--- src/rtl/iq_loop_pkg.sv ---
package iq_loop_pkg;

  // position of a sample within the quarter-rate carrier cycle
  typedef enum logic [1:0] {
    QP_I  = 2'd0,
    QP_Q  = 2'd1,
    QP_NI = 2'd2,
    QP_NQ = 2'd3
  } qphase_t;

  function automatic qphase_t qphase_next(input qphase_t p);
    return qphase_t'(p + 2'd1);
  endfunction

endpackage

--- src/rtl/iq_demod.sv ---
module iq_demod
  import iq_loop_pkg::*;
#(
  parameter int DW = 16
) (
  input  logic                 clk,
  input  logic                 rst_n,
  input  qphase_t              ph,
  input  logic signed [DW-1:0] adc,
  output logic signed [DW-1:0] meas_i,
  output logic signed [DW-1:0] meas_q,
  output logic                 valid
);

  logic signed [DW-1:0] smp0, smp1, smp2;

  // floor of half the difference; full range fits back into DW bits
  function automatic logic signed [DW-1:0] half_diff(input logic signed [DW-1:0] a,
                                                     input logic signed [DW-1:0] b);
    logic signed [DW:0] d;
    d = {a[DW-1], a} - {b[DW-1], b};
    return d[DW:1];
  endfunction

  always_ff @(posedge clk) begin
    if (!rst_n) begin
      smp0   <= '0;
      smp1   <= '0;
      smp2   <= '0;
      meas_i <= '0;
      meas_q <= '0;
      valid  <= 1'b0;
    end else begin
      valid <= (ph == QP_NQ);
      case (ph)
        QP_I:  smp0 <= adc;
        QP_Q:  smp1 <= adc;
        QP_NI: smp2 <= adc;
        default: begin
          meas_i <= half_diff(smp0, smp2);
          meas_q <= half_diff(smp1, adc);
        end
      endcase
    end
  end

endmodule

--- src/rtl/iq_pi.sv ---
module iq_pi #(
  parameter int DW    = 16,
  parameter int GW    = 12,
  parameter int IW    = DW + GW + 4,
  parameter int SHIFT = 8
) (
  input  logic                 clk,
  input  logic                 rst_n,
  input  logic                 upd,
  input  logic                 en,
  input  logic signed [DW-1:0] sp,
  input  logic signed [DW-1:0] meas,
  input  logic [GW-1:0]        kp,
  input  logic [GW-1:0]        ki,
  output logic signed [DW:0]   err,
  output logic signed [DW-1:0] corr,
  output logic signed [IW-1:0] integ
);

  localparam int EW  = DW + 1;
  localparam int PW  = DW + GW + 2;
  localparam int IW1 = IW + 1;
  localparam int IW2 = IW + 2;
  localparam logic signed [IW2-1:0] CLIP_HI = IW2'((2 ** (DW - 1)) - 1);
  localparam logic signed [IW2-1:0] CLIP_LO = -CLIP_HI;

  function automatic logic signed [IW-1:0] sat_integ(input logic signed [IW:0] v);
    if (v[IW] != v[IW-1])
      return v[IW] ? {1'b1, {(IW-1){1'b0}}} : {1'b0, {(IW-1){1'b1}}};
    return v[IW-1:0];
  endfunction

  function automatic logic signed [DW-1:0] clip_out(input logic signed [IW2-1:0] v);
    if (v > CLIP_HI) return CLIP_HI[DW-1:0];
    if (v < CLIP_LO) return CLIP_LO[DW-1:0];
    return v[DW-1:0];
  endfunction

  logic signed [GW:0]     kp_s, ki_s;
  logic signed [PW-1:0]   err_w, kp_w, ki_w, p_term, i_term;
  logic signed [IW1-1:0]  integ_sum;
  logic signed [IW-1:0]   integ_nxt;
  logic signed [IW2-1:0]  ctl, total;
  logic signed [DW-1:0]   corr_nxt;

  assign err       = EW'(sp) - EW'(meas);
  assign kp_s      = {1'b0, kp};
  assign ki_s      = {1'b0, ki};
  assign err_w     = PW'(err);
  assign kp_w      = PW'(kp_s);
  assign ki_w      = PW'(ki_s);
  assign p_term    = err_w * kp_w;
  assign i_term    = err_w * ki_w;
  assign integ_sum = IW1'(integ) + IW1'(i_term);
  assign integ_nxt = sat_integ(integ_sum);
  assign ctl       = IW2'(p_term) + IW2'(integ_nxt);
  assign total     = IW2'(sp) + (ctl >>> SHIFT);
  assign corr_nxt  = clip_out(total);

  always_ff @(posedge clk) begin
    if (!rst_n) begin
      integ <= '0;
      corr  <= '0;
    end else begin
      if (!en)      integ <= '0;
      else if (upd) integ <= integ_nxt;
      if (upd)      corr  <= en ? corr_nxt : sp;
    end
  end

endmodule

--- src/rtl/iq_mod.sv ---
module iq_mod
  import iq_loop_pkg::*;
#(
  parameter int DW = 16
) (
  input  logic                 clk,
  input  logic                 rst_n,
  input  qphase_t              ph,
  input  logic signed [DW-1:0] ci,
  input  logic signed [DW-1:0] cq,
  output logic signed [DW-1:0] dac
);

  function automatic logic signed [DW-1:0] pick(input qphase_t p,
                                                input logic signed [DW-1:0] i_v,
                                                input logic signed [DW-1:0] q_v);
    case (p)
      QP_I:    return i_v;
      QP_Q:    return q_v;
      QP_NI:   return -i_v;
      default: return -q_v;
    endcase
  endfunction

  always_ff @(posedge clk) begin
    if (!rst_n) dac <= '0;
    else        dac <= pick(ph, ci, cq);
  end

endmodule

--- src/rtl/iq_loop_top.sv ---
module iq_loop_top
  import iq_loop_pkg::*;
#(
  parameter int DW    = 16,
  parameter int GW    = 12,
  parameter int SHIFT = 8
) (
  input  logic                 clk,
  input  logic                 rst_n,
  input  logic                 loop_en,
  input  logic signed [DW-1:0] sp_i,
  input  logic signed [DW-1:0] sp_q,
  input  logic [GW-1:0]        kp,
  input  logic [GW-1:0]        ki,
  input  logic signed [DW-1:0] adc_in,
  output logic signed [DW-1:0] dac_out,
  output logic signed [DW-1:0] meas_i,
  output logic signed [DW-1:0] meas_q,
  output logic signed [DW:0]   err_i,
  output logic signed [DW:0]   err_q,
  output logic                 pair_valid
);

  localparam int IW = DW + GW + 4;
  localparam int NCH = 2;

  qphase_t ph;

  logic signed [DW-1:0] sp_a    [NCH];
  logic signed [DW-1:0] meas_a  [NCH];
  logic signed [DW-1:0] corr_a  [NCH];
  logic signed [DW:0]   err_a   [NCH];
  logic signed [IW-1:0] integ_a [NCH];

  // named views used by the bound checker
  logic signed [DW-1:0] corr_i, corr_q;
  logic signed [IW-1:0] integ_i, integ_q;

  always_ff @(posedge clk) begin
    if (!rst_n) ph <= QP_I;
    else        ph <= qphase_next(ph);
  end

  iq_demod #(.DW(DW)) u_demod (
    .clk    (clk),
    .rst_n  (rst_n),
    .ph     (ph),
    .adc    (adc_in),
    .meas_i (meas_i),
    .meas_q (meas_q),
    .valid  (pair_valid)
  );

  assign sp_a[0]   = sp_i;
  assign sp_a[1]   = sp_q;
  assign meas_a[0] = meas_i;
  assign meas_a[1] = meas_q;

  for (genvar c = 0; c < NCH; c++) begin : g_ch
    iq_pi #(.DW(DW), .GW(GW), .IW(IW), .SHIFT(SHIFT)) u_pi (
      .clk   (clk),
      .rst_n (rst_n),
      .upd   (pair_valid),
      .en    (loop_en),
      .sp    (sp_a[c]),
      .meas  (meas_a[c]),
      .kp    (kp),
      .ki    (ki),
      .err   (err_a[c]),
      .corr  (corr_a[c]),
      .integ (integ_a[c])
    );
  end

  assign err_i   = err_a[0];
  assign err_q   = err_a[1];
  assign corr_i  = corr_a[0];
  assign corr_q  = corr_a[1];
  assign integ_i = integ_a[0];
  assign integ_q = integ_a[1];

  iq_mod #(.DW(DW)) u_mod (
    .clk   (clk),
    .rst_n (rst_n),
    .ph    (ph),
    .ci    (corr_i),
    .cq    (corr_q),
    .dac   (dac_out)
  );

endmodule

--- config.mk ---
export PLATFORM = sky130hd
export DESIGN_NAME = iq_loop_top
export DESIGN_NICKNAME = d
export VERILOG_FILES = /design/src/rtl/iq_loop_pkg.sv /design/src/rtl/iq_demod.sv /design/src/rtl/iq_pi.sv /design/src/rtl/iq_mod.sv /design/src/rtl/iq_loop_top.sv
export SDC_FILE = /design/constraint.sdc
export NUM_CORES = 2
export LEC_CHECK = 0
export BUFFER_PORTS_ARGS = -buffer_cell sky130_fd_sc_hd__clkbuf_2
export CORE_ASPECT_RATIO = 0.6
export CORE_MARGIN = 3
export CORE_UTILIZATION = 40
export CTS_CLUSTER_SIZE = 20
export DETAILED_ROUTE_END_ITERATION = 12
export GPL_ROUTABILITY_DRIVEN = 0
export PLACE_DENSITY_LB_ADDON = 0.25
export SLEW_MARGIN = 5
export SYNTH_ARGS = -nofsm -noshare
export SYNTH_HDL_FRONTEND = slang
export SYNTH_SLANG_ARGS = --single-unit
--- constraint.sdc ---
create_clock -name clk -period 20.9 [get_ports clk]
set_input_delay 2.09 -clock clk [delete_from_list [all_inputs] [get_ports clk]]
set_output_delay 2.09 -clock clk [all_outputs]
set_load 0.05 [all_outputs]
### Word-level counts from Yosys, hierarchy flattened

Index checks and enable logic that the tools add are counted.

* $add $sub $neg: 13
* $mul: 4
* divide/modulo/power cells: 0
* $lt $le $gt $ge: 4
* equality and inequality tests: 5
* shift-type cells: 0
* muxes and demuxes: 25
* bitwise gates (word level): 0
* reductions and logical operators: 3

Operators with widths (count)
* 2-to-1 mux 32 bit: 6
* 2-to-1 mux 16 bit: 10
* multiplier 17 x 13 -> 30 bit: 4
* > comparator 34 x 16 -> 1 bit (second input constant): 2
* less-than comparator 34 x 16 -> 1 bit (second input constant): 2
* subtractor 16 x 16 -> 17 bit: 4
* adder 30 x 32 -> 33 bit: 2
* adder 32 x 30 -> 33 bit: 2
* adder 16 x 25 -> 26 bit: 2
* one-hot mux 16 bit (3 select lines): 1
* negation 16 bit: 2
* 2-to-1 mux 1 bit: 8
* == test 2 bit (second input constant): 2
* OR reduction 3 bit: 1
* adder 2 x 1 -> 2 bit (second input constant): 1
* == test 2 x 1 -> 1 bit (second input constant): 1
* zero test 2 bit: 1
* != test 1 bit: 2
* AND reduction 2 bit: 1

* register bits: 195
* bits in latches: 0
* RAM bits: 0
* bits in read-only memories: 0
* output and inout bits: 83
* word-level logic and storage cells: 66
* memories kept: 0

### Longest topological paths before layout

* depth after elaboration: 14
* depth in mapped cells: 71
* gate-level depth less buffers: 67

### Modules after synthesis

Synthesis repeated with hierarchy kept, for this count alone.

* cell total of the unflattened synthesis: 5831
* area total of the unflattened synthesis: 49481.2 µm²

Modules (own cells, without submodules)
* iq_pi (g_ch[0].u_pi): instances 1, cells each 2543, area each 21823.4 µm²
* iq_pi (g_ch[1].u_pi): instances 1, cells each 2507, area each 21620.7 µm²
* iq_demod: instances 1, cells each 597, area each 4553.1 µm²
* iq_mod: instances 1, cells each 179, area each 1420.1 µm²
* iq_loop_top: instances 1, cells each 5, area each 63.8 µm²

### Least setup slack after synthesis

Ideal clock, no wire load.

* kind: in2reg
* from: input sp_i[0]
* to: register g_ch[0].u_pi.corr[4]
* arrival: 16.167 ns
* data required time: 20.784 ns
* slack: 4.618 ns
* stages: 64
* buffers on the path: 5
* cell sequence: inv_1 ha_1 fa_1 nor2b_1 o21ai_0 a21boi_0 o21ai_0 a21boi_0 o2111ai_1 nand3_1 o211ai_1 a32o_1 clkbuf_1 buf_1 nand2_1 inv_1 fa_1 inv_1 [... 28 more ...] o21ai_0 a2111oi_0 o21ai_0 a21o_1 a21oi_1 xnor2_1 ha_1 nand2_1 or3_1 nor2_1 and4_1 or4_4 a31o_1 a311oi_1 a21boi_1 nand4_2 a32o_1 a31o_1

* word-level cells in the longest chain between the ends: 14
* elaborated cells on any way between the ends: 20

RTL lines
* start, declared: RTL line iq_loop_top.sv:11 `input logic signed [DW-1:0] sp_i,`
* subtractor 16 x 16 -> 17 bit (*): RTL line iq_pi.sv:46 `assign err = EW'(sp) - EW'(meas);`
* net err_i[16]: RTL line iq_loop_top.sv:19 `output logic signed [DW:0] err_i,`
* multiplier 17 x 13 -> 30 bit (*): RTL line iq_pi.sv:53 `assign i_term = err_w * ki_w;`
* adder 32 x 30 -> 33 bit (*): RTL line iq_pi.sv:54 `assign integ_sum = IW1'(integ) + IW1'(i_term);`
* 2-to-1 mux 32 bit or != test 1 bit (tied branches): RTL line iq_pi.sv:29, iq_pi.sv:28
* 2-to-1 mux 32 bit or 2-to-1 mux 1 bit (tied branches): RTL line iq_pi.sv:28 `if (v[IW] != v[IW-1])`
* 2-to-1 mux 32 bit (*): RTL line iq_pi.sv:30 `return v[IW-1:0];`
* net g_ch[0].u_pi.integ_nxt[11]: RTL line iq_pi.sv:42 `logic signed [IW-1:0] integ_nxt;`
* adder 30 x 32 -> 33 bit (*): RTL line iq_pi.sv:56 `assign ctl = IW2'(p_term) + IW2'(integ_nxt);`
* adder 16 x 25 -> 26 bit (*): RTL line iq_pi.sv:57 `assign total = IW2'(sp) + (ctl >>> SHIFT);`
* less-than comparator 34 x 16 -> 1 bit: RTL line iq_pi.sv:35 `if (v < CLIP_LO) return CLIP_LO[DW-1:0];`
* 2-to-1 mux 1 bit (2 in series): RTL line iq_pi.sv:35
* 2-to-1 mux 16 bit: RTL line iq_pi.sv:36 `return v[DW-1:0];`
* 2-to-1 mux 16 bit (*): RTL line iq_pi.sv:35
* 2-to-1 mux 16 bit (*): RTL line iq_pi.sv:67 `if (upd) corr <= en ? corr_nxt : sp;`
* end signal, assigned: RTL line iq_pi.sv:67
* end, declared: RTL line iq_pi.sv:16 `output logic signed [DW-1:0] corr,`

The timed path passes the listed nets; every way through them passes the cells marked *. The select of a mux whose other input is x is not followed.
A chain may end at the register's enable or synchronous reset.

### Worst setup path in the final report

* from: input sp_q[2]
* to: register g_ch[1].u_pi.corr[14]

* word-level cells in the longest chain between the ends: 14
* elaborated cells on any way between the ends: 20

RTL lines
* start, declared: RTL line iq_loop_top.sv:12 `input logic signed [DW-1:0] sp_q,`
* subtractor 16 x 16 -> 17 bit (*): RTL line iq_pi.sv:46
* multiplier 17 x 13 -> 30 bit (*): RTL line iq_pi.sv:53
* adder 32 x 30 -> 33 bit (*): RTL line iq_pi.sv:54
* 2-to-1 mux 32 bit or != test 1 bit (tied branches): RTL line iq_pi.sv:29, iq_pi.sv:28
* 2-to-1 mux 32 bit or 2-to-1 mux 1 bit (tied branches): RTL line iq_pi.sv:28
* 2-to-1 mux 32 bit (*): RTL line iq_pi.sv:30
* net g_ch[1].u_pi.integ_nxt[5]: RTL line iq_pi.sv:42
* adder 30 x 32 -> 33 bit (*): RTL line iq_pi.sv:56
* adder 16 x 25 -> 26 bit (*): RTL line iq_pi.sv:57
* less-than comparator 34 x 16 -> 1 bit: RTL line iq_pi.sv:35
* 2-to-1 mux 1 bit (2 in series): RTL line iq_pi.sv:35
* 2-to-1 mux 16 bit: RTL line iq_pi.sv:36
* 2-to-1 mux 16 bit (*): RTL line iq_pi.sv:35
* 2-to-1 mux 16 bit (*): RTL line iq_pi.sv:67
* end signal, assigned: RTL line iq_pi.sv:67
* end, declared: RTL line iq_pi.sv:16

Marks and branches as above.

==> key figures <==
Routing
  – Iteration-0 DRC Markers: 3781
  – Vias: 39420
  – DR DRC count: 0
  – Antenna-violating nets left: 0
  – DR vias/cell: 5.36
  – Detailed Routing Iterations Pass 1: 6
  – Routed wire per std cell: 21.5 µm
  – Routed wire length: 158000 µm

Synth
  – Post-synthesis sequential area ratio: 0.0797
  – Net Count, Synth: 7139
  – Post-Synthesis Cells: 5738
  – Avg Cell Area, Syn: 8.54 µm²
  – Post-synth ARST share: 0
  – Post-synth top flop: dfxtp_1
  – Synth unique cells: 94
  – Post-Syn Area: 0.0490 mm²
  – Yosys reg bits: 195
  – Number of synthesized flops with an enable pin: 0
  – YS warnings: 0

Layout
  – Area of the multi-input gates: 0.0400 mm²
  – Layout area overhead: 6.52%
  – Layout cells sized above 1: 0.0587
  – Layout fillers: 12036
  – # nets final: 7143
  – Most common cell after layout, fill and taps aside: inv_1
  – Sequential Area: 0.00391 mm²
  – Most frequent cells in the layout: 1156 x inv_1, 862 x fa_1, 597 x nand2_1, 463 x ha_1, 363 x and2_1

CTS
  – Reg clk slew, reported paths: 90 ps
  – Post-CTS resize count: 0
  – Insertion delay to the later sink of the worst-skew pair: 530 ps
  – CTS tree: done
  – Clock sink count: 195
  – Bufs on Longest Clock Path: 2
  – H-Tree Depth: 4
  – Hold_buf cts: 0
  – CTS Root Cell: clkbuf_16
  – CTS Buf Count: 17
  – Postcts setup bufs: 0

Worst setup path
  – CP Depth: 58
  – R2R cell count: 59
  – Critical Path RT: 21340 ps
  – Most frequent CP cell: o21ai_0
  – Critical path's slowest cell: ha_1
  – WP buf/inv: 5
  – Family with the most delay on the worst path: compound AO/OA/AOI/OAI gates
  – Setup CP Type: input pin to flop
  – Crit path DAT: 19350 ps
  – Critical Path Source Type: input pin
  – Critical path's largest stage delay: 990 ps
  – CP Max Fanout: 33
  – Worst Setup End Kind: flop

Place
  – DP HPWL: 127000 µm
  – Port Buffers: 157

Floorplanning
  – Row count: 98
  – CORE AREA: 0.120 mm²
  – Die H: 277 µm
  – I/O pins: 158
  – Initial Util: 0.407
  – Die width: 458 µm
  – Die area: 0.127 mm²

Status
  – Status: completed

STA
  – Final Cycle Share: 0.904
  – Setup TNS: 0 ps
  – Setup violations, final: 0
  – Max Freq: 52.9 MHz
  – Fin. Hold Viols: 0
  – Worst Tran Pin Value: 1400 ps
  – Min cycle time layout: 18900 ps
  – Worst Skew: 23.8 ps
  – Final Slew Violations: 0
  – RSZ-0062 raised after global routing: false
  – Relative slew margins: 0.0537

GRT
  – Largest net degree at the start of global routing: 106
  – Total grt overflow: 0
  – First-pass GRT wire length: 245000 µm
  – Antenna violations before repair: 11
  – Gr usage total: 0.253
  – Vias in the first global route: 39593

Worst hold path
  – Hold Path Class: flop to flop
  – Hold depth: 2

Run
  – Max Cap Violations: 0
## cell usage after synthesis, drive strengths merged, types with 6 or more instances
library cell / number / share of area
o31ai: 10 / 0.0015
xor2: 71 / 0.013
o2111ai: 9 / 0.0016
nor2b: 171 / 0.022
a211oi: 28 / 0.0049
a221oi: 19 / 0.0035
or4: 6 / 0.0010
inv: 1158 / 0.089
a31o: 14 / 0.0025
ha: 464 / 0.12
a21boi: 23 / 0.0035
dfxtp: 195 / 0.080
o21ai: 195 / 0.020
nand2b: 30 / 0.0038
a311oi: 6 / 0.0011
nand2: 599 / 0.046
a21o: 87 / 0.013
xnor2: 166 / 0.030
nand4: 29 / 0.0038
fa: 862 / 0.35
a21oi: 241 / 0.025
o21bai: 34 / 0.0052
o211ai: 19 / 0.0031
mux2i: 81 / 0.017
a32o: 11 / 0.0022
or2: 14 / 0.0018
and3: 20 / 0.0026
nor4: 12 / 0.0017
o21a: 52 / 0.0080
a2111oi: 6 / 0.0015
nand3: 49 / 0.0050
buf: 20 / 0.0019
and2: 364 / 0.046
a31oi: 24 / 0.0031
clkbuf: 224 / 0.017
o211a: 22 / 0.0045
nor2: 209 / 0.016
nor3b: 9 / 0.0014
nor4b: 8 / 0.0014
nand3b: 7 / 0.0011
o221ai: 6 / 0.0011
o22ai: 13 / 0.0017
or3: 19 / 0.0024
nor3: 76 / 0.0078
and4: 6 / 0.0011
## path summary, 6_finish.rpt
path                                from                endpoint  slack (ps)
setup / recovery                 sp_q[2]   g_ch[1].u_pi.corr[14]        2000
setup reg to reg       u_demod.meas_q[1]   g_ch[1].u_pi.corr[14]        3210
hold / removal    g_ch[0].u_pi.integ[17]  g_ch[0].u_pi.integ[17]         490
hold reg to reg   g_ch[0].u_pi.integ[17]  g_ch[0].u_pi.integ[17]         490
## per-stage QoR
stage	instance area [µm²]	instances	setup slack (ps)	hold slack, ps	util
final	52200	7356	2000	488	0.434
after global routing	52200	7355	718	506	0.434
after CTS	52200	7355	2330	487	0.434
after detailed placement	51600	7323	1840	474	0.429
after global placement	51600	7323	2340	474	0.429
after floorplan	49000	5738	4620	454	-
## final cells by class
type / instances / share of cell area
flip-flops and latches: 195 / 0.0749
clock inverters: 14 / 0.00336
diodes: 1 / 0.0000480
inverters: 1160 / 0.0835
clock buffers: 18 / 0.00823
repair buffers: 229 / 0.0255
multi-input cells: 4139 / 0.766
well taps: 1600 / 0.0384
## state kept, by name (all words and copies together), names as in the netlist
name,flops
g_ch.u_pi.integ,64
u_demod.meas_q,16
ph,2
g_ch.u_pi.corr,32
u_demod.meas_i,16
u_demod.smp1,16
u_mod.dac,16
u_demod.smp0,16
u_demod.smp2,16
u_demod.valid,1
## per-layer routing
metal,up-vias,share of wire,track usage
met5,-,0.00033,0
met4,6,0.013,0.0359
met3,120,0.13,0.0995
met2,1711,0.38,0.330
met1,19603,0.48,0.393
li1,17980,-,-
## worst register-to-register path, delay by kind of cell, from the launching register on
| kind | cells | cell delay [ps] |
|---|---|---|
| flip-flops | 1 | 420 |
| XOR/XNOR | 4 | 1170 |
| AND/OR/NAND/NOR | 7 | 1430 |
| adder cells (fa/ha/maj) | 12 | 5760 |
| AO/OA/AOI/OAI | 31 | 8120 |
| buffers and inverters | 5 | 730 |
## logic make-up after synthesis
logic type,Yosys count,share of synthesized area
buffers and inverters,1404,0.108
xor gates and xnor gates,237,0.0424
muxes,82,0.0168
DFF,195,0.0797
adders and majority gates,1330,0.472
and+or+nand+nor,1635,0.167
AOI/OAI and AO/OA,855,0.115
Power is left out: the tool's default activity adds up to more than one toggle a clock period on the data nets, which glitch-free logic cannot reach.
